$ cat config.mk
export PLATFORM = sky130hd
export DESIGN_NAME = road_match_bank
export DESIGN_NICKNAME = d
export VERILOG_FILES = /design/src/rtl/road_bank_pkg.sv /design/src/rtl/road_bank_ctrl.sv /design/src/rtl/road_majority.sv /design/src/rtl/road_bank_dp.sv /design/src/rtl/road_match_bank.sv
export SDC_FILE = /design/constraint.sdc
export NUM_CORES = 2
export LEC_CHECK = 0
export BUFFER_PORTS_ARGS = -buffer_cell sky130_fd_sc_hd__buf_2
export CAP_MARGIN = 20
export CORE_MARGIN = 4
export CORE_UTILIZATION = 48
export CTS_BUF_LIST = sky130_fd_sc_hd__clkbuf_4 sky130_fd_sc_hd__clkbuf_8
export CTS_CLUSTER_SIZE = 20
export DETAILED_ROUTE_END_ITERATION = 10
export GPL_ROUTABILITY_DRIVEN = 0
export HOLD_SLACK_MARGIN = 0.1
export PLACE_DENSITY = 0.61
export SETUP_SLACK_MARGIN = 0.5
export SLEW_MARGIN = 0
export SYNTH_ARGS = -nofsm -noshare
export SYNTH_HDL_FRONTEND = slang
export SYNTH_HIERARCHICAL = 1
export SYNTH_SLANG_ARGS = --single-unit
$ cat constraint.sdc
create_clock -name clk -period 2.58 [get_ports clk]
set_input_delay 0.516 -clock clk [delete_from_list [all_inputs] [get_ports clk]]
set_output_delay 0.516 -clock clk [all_outputs]
set_load 0.005 [all_outputs]
$ cat src/rtl/road_bank_pkg.sv
package road_bank_pkg;
  localparam int LAYERS = 4;
  localparam int LAYER_W = 2;
  localparam int THR_W = 3;

  typedef enum logic [1:0] {
    CLS_ALL   = 2'd0,
    CLS_MISS1 = 2'd1,
    CLS_MISS2 = 2'd2,
    CLS_MISS3 = 2'd3
  } missClass_t;

  typedef struct packed {
    logic              clearEv;
    logic              loadEn;
    logic [LAYERS-1:0] layerSel;
  } bankStrobes_t;
endpackage

$ cat src/rtl/road_bank_ctrl.sv
module road_bank_ctrl
  import road_bank_pkg::*;
(
  input  logic               clk,
  input  logic               rstN,
  input  logic               eventStart,
  input  logic               loadEn,
  input  logic [LAYER_W-1:0] loadLayer,
  input  logic               thrWrEn,
  input  logic [THR_W-1:0]   thrData,
  output bankStrobes_t       strobes,
  output logic [THR_W-1:0]   thr
);
  logic thrOk;
  assign thrOk = (thrData >= THR_W'(1)) && (thrData <= THR_W'(LAYERS));

  always_ff @(posedge clk) begin
    if (!rstN) thr <= THR_W'(LAYERS);
    else if (thrWrEn && thrOk) thr <= thrData;
  end

  always_comb begin
    strobes.clearEv  = eventStart;
    strobes.loadEn   = loadEn;
    strobes.layerSel = '0;
    strobes.layerSel[loadLayer] = 1'b1;
  end
endmodule

$ cat src/rtl/road_majority.sv
module road_majority
  import road_bank_pkg::*;
(
  input  logic [LAYERS-1:0] matchVec,
  input  logic [THR_W-1:0]  thr,
  output logic              road,
  output missClass_t        cls
);
  logic [1:0]       code [0:LAYERS];
  logic [THR_W-1:0] cnt  [0:LAYERS];

  assign code[0] = 2'd0;
  assign cnt[0]  = '0;

  for (genvar k = 0; k < LAYERS; k++) begin : g_stage
    assign code[k+1] = matchVec[k] ? code[k]
                     : ((code[k] == 2'd3) ? 2'd3 : code[k] + 2'd1);
    assign cnt[k+1]  = cnt[k] + {{(THR_W-1){1'b0}}, matchVec[k]};
  end

  assign road = (cnt[LAYERS] >= thr);
  assign cls  = missClass_t'(code[LAYERS]);
endmodule

$ cat src/rtl/road_bank_dp.sv
module road_bank_dp
  import road_bank_pkg::*;
#(
  parameter int NUM_PAT = 16,
  parameter int ADDR_W  = 12,
  localparam int PAT_W  = (NUM_PAT > 1) ? $clog2(NUM_PAT) : 1
) (
  input  logic                       clk,
  input  logic                       rstN,
  input  bankStrobes_t               strobes,
  input  logic [PAT_W-1:0]           loadPat,
  input  logic [ADDR_W-1:0]          loadData,
  input  logic [LAYERS-1:0]          hitValid,
  input  logic [LAYERS*ADDR_W-1:0]   hitAddr,
  input  logic [THR_W-1:0]           thr,
  output logic [NUM_PAT*LAYERS-1:0]  matchBits,
  output logic [NUM_PAT-1:0]         roadFlag,
  output logic [2*NUM_PAT-1:0]       missClass
);
  for (genvar p = 0; p < NUM_PAT; p++) begin : g_pat
    logic       roadNext;
    missClass_t clsNext;

    for (genvar l = 0; l < LAYERS; l++) begin : g_layer
      logic [ADDR_W-1:0] word;
      logic              hitHere;
      logic              wrHere;

      assign wrHere  = strobes.loadEn && strobes.layerSel[l] && (loadPat == PAT_W'(p));
      assign hitHere = hitValid[l] && (hitAddr[l*ADDR_W +: ADDR_W] == word);

      always_ff @(posedge clk) begin
        if (!rstN) word <= '0;
        else if (wrHere) word <= loadData;
      end

      always_ff @(posedge clk) begin
        if (!rstN) matchBits[p*LAYERS+l] <= 1'b0;
        else matchBits[p*LAYERS+l] <= (matchBits[p*LAYERS+l] & ~strobes.clearEv) | hitHere;
      end
    end

    road_majority u_maj (
      .matchVec (matchBits[p*LAYERS +: LAYERS]),
      .thr      (thr),
      .road     (roadNext),
      .cls      (clsNext)
    );

    always_ff @(posedge clk) begin
      if (!rstN) begin
        roadFlag[p]        <= 1'b0;
        missClass[2*p +: 2] <= CLS_MISS3;
      end else begin
        roadFlag[p]        <= roadNext;
        missClass[2*p +: 2] <= clsNext;
      end
    end
  end
endmodule

$ cat src/rtl/road_match_bank.sv
module road_match_bank
  import road_bank_pkg::*;
#(
  parameter int NUM_PAT = 16,
  parameter int ADDR_W  = 12,
  localparam int PAT_W  = (NUM_PAT > 1) ? $clog2(NUM_PAT) : 1
) (
  input  logic                     clk,
  input  logic                     rstN,
  input  logic                     eventStart,
  input  logic [LAYERS-1:0]        hitValid,
  input  logic [LAYERS*ADDR_W-1:0] hitAddr,
  input  logic                     loadEn,
  input  logic [PAT_W-1:0]         loadPat,
  input  logic [LAYER_W-1:0]       loadLayer,
  input  logic [ADDR_W-1:0]        loadData,
  input  logic                     thrWrEn,
  input  logic [THR_W-1:0]         thrData,
  output logic [NUM_PAT-1:0]       roadFlag,
  output logic [2*NUM_PAT-1:0]     missClass
);
  bankStrobes_t              strobes;
  logic [THR_W-1:0]          thr;
  logic [NUM_PAT*LAYERS-1:0] matchBits;

  road_bank_ctrl u_ctrl (
    .clk        (clk),
    .rstN       (rstN),
    .eventStart (eventStart),
    .loadEn     (loadEn),
    .loadLayer  (loadLayer),
    .thrWrEn    (thrWrEn),
    .thrData    (thrData),
    .strobes    (strobes),
    .thr        (thr)
  );

  road_bank_dp #(.NUM_PAT(NUM_PAT), .ADDR_W(ADDR_W)) u_dp (
    .clk       (clk),
    .rstN      (rstN),
    .strobes   (strobes),
    .loadPat   (loadPat),
    .loadData  (loadData),
    .hitValid  (hitValid),
    .hitAddr   (hitAddr),
    .thr       (thr),
    .matchBits (matchBits),
    .roadFlag  (roadFlag),
    .missClass (missClass)
  );
endmodule

### Word-level counts from Yosys, hierarchy flattened

Index checks and enable logic that the tools add are counted.

* bitwise gates (word level): 129
* multiplexer cells: 114
* eq/ne operators: 127
* $lt $le $gt $ge: 20
* reduce and logical (&&, ||, !) cells: 136
* add/subtract/negate cells: 96

Operator list (number)
* $eq A12 B12 Y1: 64
* $mux W2: 96
* $logic_and A1 B1 Y1: 135
* $add A2 B1 Y2 const B: 32
* $and A1 B1 Y1: 64
* $eq A2 B2 Y1 const B: 32
* $or A1 B1 Y1: 64
* $add A2 B1 Y3: 16
* $add A3 B1 Y3: 16
* $ge A3 B3 Y1: 16
* $add A1 B1 Y2: 16
* $add A1 B1 Y2 const B: 16
* $eq A1 B2 Y1 const B: 16
* $eq A4 B4 Y1 const B: 8
* $mux W1: 17
* $eq A4 B3 Y1 const B: 4
* $eq A4 B2 Y1 const B: 2
* $eq A4 B1 Y1 const B: 1
* $logic_not A4 Y1: 1
* $ge A3 B1 Y1 const B: 1
* $le A3 B3 Y1 const B: 1
* $lt A2 B3 Y1 const B: 1
* $demux W1 S2: 1
* $ge A2 B1 Y1 const B: 1
* $not A1 Y1: 1

* output and inout port bits: 48
* word-level logic and storage cells: 783
* flip-flop bits (word level): 883

### Depth between registers and ports, before layout

* depth after elaboration: 10
* mapped depth: 8

### By module

Netlist, hierarchy kept.

By module, submodules not included
* road_bank_dp: times used 1, cells an instance 4992, area each 42303.1 um^2
* road_majority: times used 16, cells an instance 29, area each 203.9 um^2
* road_bank_ctrl: times used 1, cells an instance 25, area each 190.2 um^2

### Worst setup path after synthesis

No wires, ideal clock.

* path kind: register to register
* start: reg u_dp.matchBits[3]
* end: reg u_dp.roadFlag[0]
* stages on the path, launching flop included: 8
* arrival time: 1.828 ns
* slack: 0.637 ns
* period minus slack after synthesis: 1.943 ns
* required time: 2.465 ns
* library setup time: 0.115 ns
* path buffers: 0
* cells stage by stage: dfxtp_1 fa_1 ha_1 ha_1 ha_1 o21ai_0 a21oi_1 and2_1

* word-level cells in the longest chain between the ends: 2

RTL lines
* from (decl): RTL line road_bank_dp.sv:16 `output logic [NUM_PAT*LAYERS-1:0] matchBits,`
* from (signal, indexed assignment): RTL line road_bank_dp.sv:39 `else matchBits[p*LAYERS+l] <= (matchBits[p*LAYERS+l] & ~strobes.clearEv) | hitHere;`
* $add A3 B1 Y3: RTL line road_majority.sv:18 `assign cnt[k+1] = cnt[k] + {{(THR_W-1){1'b0}}, matchVec[k]};`
* $ge A3 B3 Y1: RTL line road_majority.sv:21 `assign road = (cnt[LAYERS] >= thr);`
* via u_dp.g_pat[0].roadNext: RTL line road_bank_dp.sv:21 `logic roadNext;`
* to (signal, indexed assignment): RTL line road_bank_dp.sv:55 `roadFlag[p] <= roadNext;`
* to (decl): RTL line road_bank_dp.sv:17 `output logic [NUM_PAT-1:0] roadFlag,`

The timed path passes the listed nets, and every way through them passes these cells.
A chain may end at the register's enable or synchronous reset.

### Final worst setup path

* start: reg u_dp.matchBits[0]
* end: reg u_dp.roadFlag[0]

* word-level cells in the longest chain between the ends: 4

RTL lines (RTL line)
* $add A1 B1 Y2: road_majority.sv:18
* $add A2 B1 Y3: road_majority.sv:18
* $add A3 B1 Y3: road_majority.sv:18
* $ge A3 B3 Y1: road_majority.sv:21
* via u_dp.g_pat[0].roadNext: road_bank_dp.sv:21

The timed path passes the listed nets, and every way through them passes these cells.

==> reports/summary.txt <==
Status - finished clean
CP bufs+invs - 0
Tot GR Track Use - 30.7%
CP cell instances - fa_1 > ha_2 > ha_4 > ha_1 > o21ai_2 > a21oi_1 > and2_1
Fmax - 485 MHz
Post-synthesis cell count - 5481
Max stage delay on crit path - 0.46 ns
Die H - 317 µm
Hold_sp - loadData[8]
Clk sinks - 883
ANT nets after route - 0
Yosys Warn Count - 6
DR vias/cell - 5.54
Die W - 317 µm
Total CTS buffers - 158
DRC viols - 0
Drt pass-1 iters - 7
Reg-to-Reg End - u_dp/roadFlag[0]$_SDFF_PN0_
P_leak - 0.0194 µW
Initial DRC count - 3565
DP HPWL - 103000 µm
Buffers on Ports - 125
Wire length per cell - 22.4 µm
Fin crit share - 79.9%
Area delta synth->final - 15.3%
Fillers - 8758
Fin. Hold Viols - 0
Total grt overflow - 0
Die area - 100000 µm²
I/O Pins - 126
Setup CP Type - reg2reg
Post-synthesis instance area - 45800 µm²
Synth cell types - 44
Skew-Pair Late Insertion Delay - 0.82 ns
Worst-margin pin slew - 0.823 ns
CTS max path bufs - 3
RR Startpoint - u_dp/matchBits[0]$_SDFF_PN0_
Final wirelength - 157000 µm
Setup TNS - 0 ns
Final setup vio count - 0
Crit-path max FO - 4
Global-route wire length before repair - 233000 µm
H-tree levels - 4
Hold EP - u_dp/g_pat[2].g_layer[0].word[8]$_SDFFE_PN0P_
Via count - 38900
Vias in the first global route - 36800
P per Cell Area - 571 nW/µm²
Maximum vdd drop - 0.478 mV
EDFF count, synth - 0
Final Non-Filler Cells - 7018
Post-synthesis async set-or-reset flop share - 0%
FF+latch count, synth - 883
Clock slew at reported path FFs - 0.06 ns
Largest net degree at the start of global routing - 182
RSZ-0062 raised after global routing - true
Top FF cell, synth - dfxtp_1
Critical path startpoint category - register
Arrival time worst endpoint - 2.77 ns
Final Net Count - 5849
Layout cells sized above 1 - 17.0%
TritonCTS clock tree - yes
Final Max Tran Viols - 0
Register area share after synthesis - 38.6%
Slew Limit Headroom - 45.1%
Worst slack, placed - 0.181 ns
Synth Area per Inst - 8.35 µm²
Placed cell count - 6711
R2R cell count - 7
WP data required - 3.29 ns
Critical-path top delay cell - dfxtp_4
Syn Nets - 5687
Root Buffer - clkbuf_8
Core box area - 93900 µm²
Max Cap Viol - 0
Hold Path Class - in2reg
Final setup skew - 0.0391 ns
Initial core utilization - 48.7%
Row count - 112
CP top delay family - adder cells
PnR worst setup slack - 0.518 ns
WHS Path Cells - 3
Min Hold Slack - 0.187 ns
Initial antenna violation count - 20
R2r setup slk - 0.52 ns
CP Capture Type - register
Min Tclk post-route - 2.06 ns
cell usage after synthesis, types with 2 or more instances:
master	n	share of area [%]
a21boi_1	133	2.2
buf_2	196	2.1
and2_1	32	0.44
buf_1	21	0.17
nand4b_1	4	0.077
nor2b_1	5	0.068
and4bb_2	6	0.16
xnor2_1	277	5.3
a21boi_2	120	3.0
nand2_1	1286	11
xor2_1	491	9.4
o41ai_1	7	0.13
or4b_4	4	0.12
nand4_1	72	0.98
o22ai_1	2	0.027
ha_1	112	3.1
a21boi_0	513	8.4
nor2_4	20	0.49
dfxtp_1	883	39
nor4_1	122	1.7
o21ai_0	295	3.2
mux2i_1	2	0.044
fa_1	16	0.70
a21oi_1	64	0.70
nor2_1	86	0.71
inv_1	115	0.94
clkbuf_1	231	1.9
buf_4	17	0.28
nand3_1	249	2.7
a22oi_1	2	0.033
nor4b_1	3	0.057
buf_6	21	0.52
nor3b_1	16	0.26
o2bb2ai_1	16	0.31
nand2b_1	33	0.45
report_power, final:
group	internal [µW]	total [µW]	leakage [µW]	switching [µW]
clock network	7750	13700	0.00173	5910
registers	13700	13700	0.00715	42.0
logic	972	2770	0.0105	1800
total	22400	30100	0.0194	7750
timing repair:
item | 4_1_cts | 5_1_grt
setup endpoints to repair | 15 | 16
pin swaps | 0 | 26
endpoints found under the hold margin | 63 | 0
setup buffers | 0 | 10
hold buffers | 16 | 0
resized for setup | 50 | 65
final cells by class:
class,instances,area [µm²],area share (%)
antenna,10,25.0,0.0474
clock buffer,254,3100,5.88
clock inverter,17,155,0.294
inverter,115,432,0.818
multi-input combinational,3997,25500,48.4
sequential,883,17800,33.8
tap,1254,1570,2.97
timing repair buffer,488,4140,7.85
registers in the layout, summed over array words and instances, names as in the netlist:
| register | flops |
|---|---|
| u_dp/matchBits | 64 |
| u_dp/missClass | 32 |
| u_ctrl/thr | 3 |
| u_dp/roadFlag | 16 |
| u_dp/g_pat.g_layer.word | 768 |
cells by family (layout without fill, tap and decap cells):
family / Yosys count / after routing / share of synthesized area (%)
other cells: 0 / 10 / 0
mux: 2 / 2 / 0.0438
simple gates: 1943 / 1943 / 18.9
xor+xnor: 768 / 768 / 14.7
flops: 883 / 883 / 38.6
fa+ha+maj: 128 / 128 / 3.76
buf+inv: 601 / 874 / 5.95
compound gates: 1156 / 1156 / 18.0
stage by stage:
step / area, µm² / util (%) / total power (µW)
2_1_floorplan: 45800 / - / 15600
3_3_place_gp: 49000 / 52.2 / 16700
3_5_place_dp: 49000 / 52.2 / 16700
4_1_cts: 52500 / 55.9 / 30300
5_1_grt: 52800 / 56.2 / 31100
6_report: 52800 / 56.2 / 30100
cell usage in the layout, fill, tap and decap left out, drive strengths merged:
cell type / n
nand2: 1286
dfxtp: 883
a21boi: 766
xor2: 491
buf: 472
o21ai: 296
xnor2: 277
clkbuf: 254
nand3: 249
nor4: 122
inv: 117
ha: 112
nor2: 106
nand4: 72
a21oi: 64
nand2b: 33
and2: 33
dlygate4sd3: 16
nor3b: 16
o2bb2ai: 16
fa: 16
diode: 10
clkinv: 8
o41ai: 7
and4bb: 6
clkinvlp: 5
nor2b: 5
nand4b: 4
or4b: 4
nor4b: 4
bufinv: 2
a22oi: 2
o22ai: 2
mux2i: 2
a211oi: 2
a31oi: 1
nor3: 1
and4: 1
or4: 1
worst max-delay path by stage:
stage	cells after the start	slack [ns]	start	end
after floorplan	7	0.64	u_dp/matchBits[3]$_SDFF_PN0_	u_dp/roadFlag[0]$_SDFF_PN0_
after global placement	7	0.21	u_dp/matchBits[0]$_SDFF_PN0_	u_dp/roadFlag[0]$_SDFF_PN0_
after detailed placement	7	0.18	u_dp/matchBits[0]$_SDFF_PN0_	u_dp/roadFlag[0]$_SDFF_PN0_
after CTS	7	0.45	u_dp/matchBits[1]$_SDFF_PN0_	u_dp/roadFlag[0]$_SDFF_PN0_
after global routing	7	0.47	u_dp/matchBits[0]$_SDFF_PN0_	u_dp/roadFlag[0]$_SDFF_PN0_
final	7	0.52	u_dp/matchBits[0]$_SDFF_PN0_	u_dp/roadFlag[0]$_SDFF_PN0_
layer usage:
layer	share of wire, %	routed length [µm]	up-vias	global-route usage [%]
met4	3.3	5180	6	10.8
li1	-	-	18400	-
met3	8.0	12600	291	5.57
met5	0.029	46	-	0
met2	45	71100	1435	49.1
met1	43	68400	18800	41.8
worst min-delay path, delay by kind of cell:
kind | cells | cell delay (ns)
compound gates | 1 | 0.05
simple gates | 1 | 0.11
buf+inv | 1 | 0.25
(Power assumes the default switching activity.)
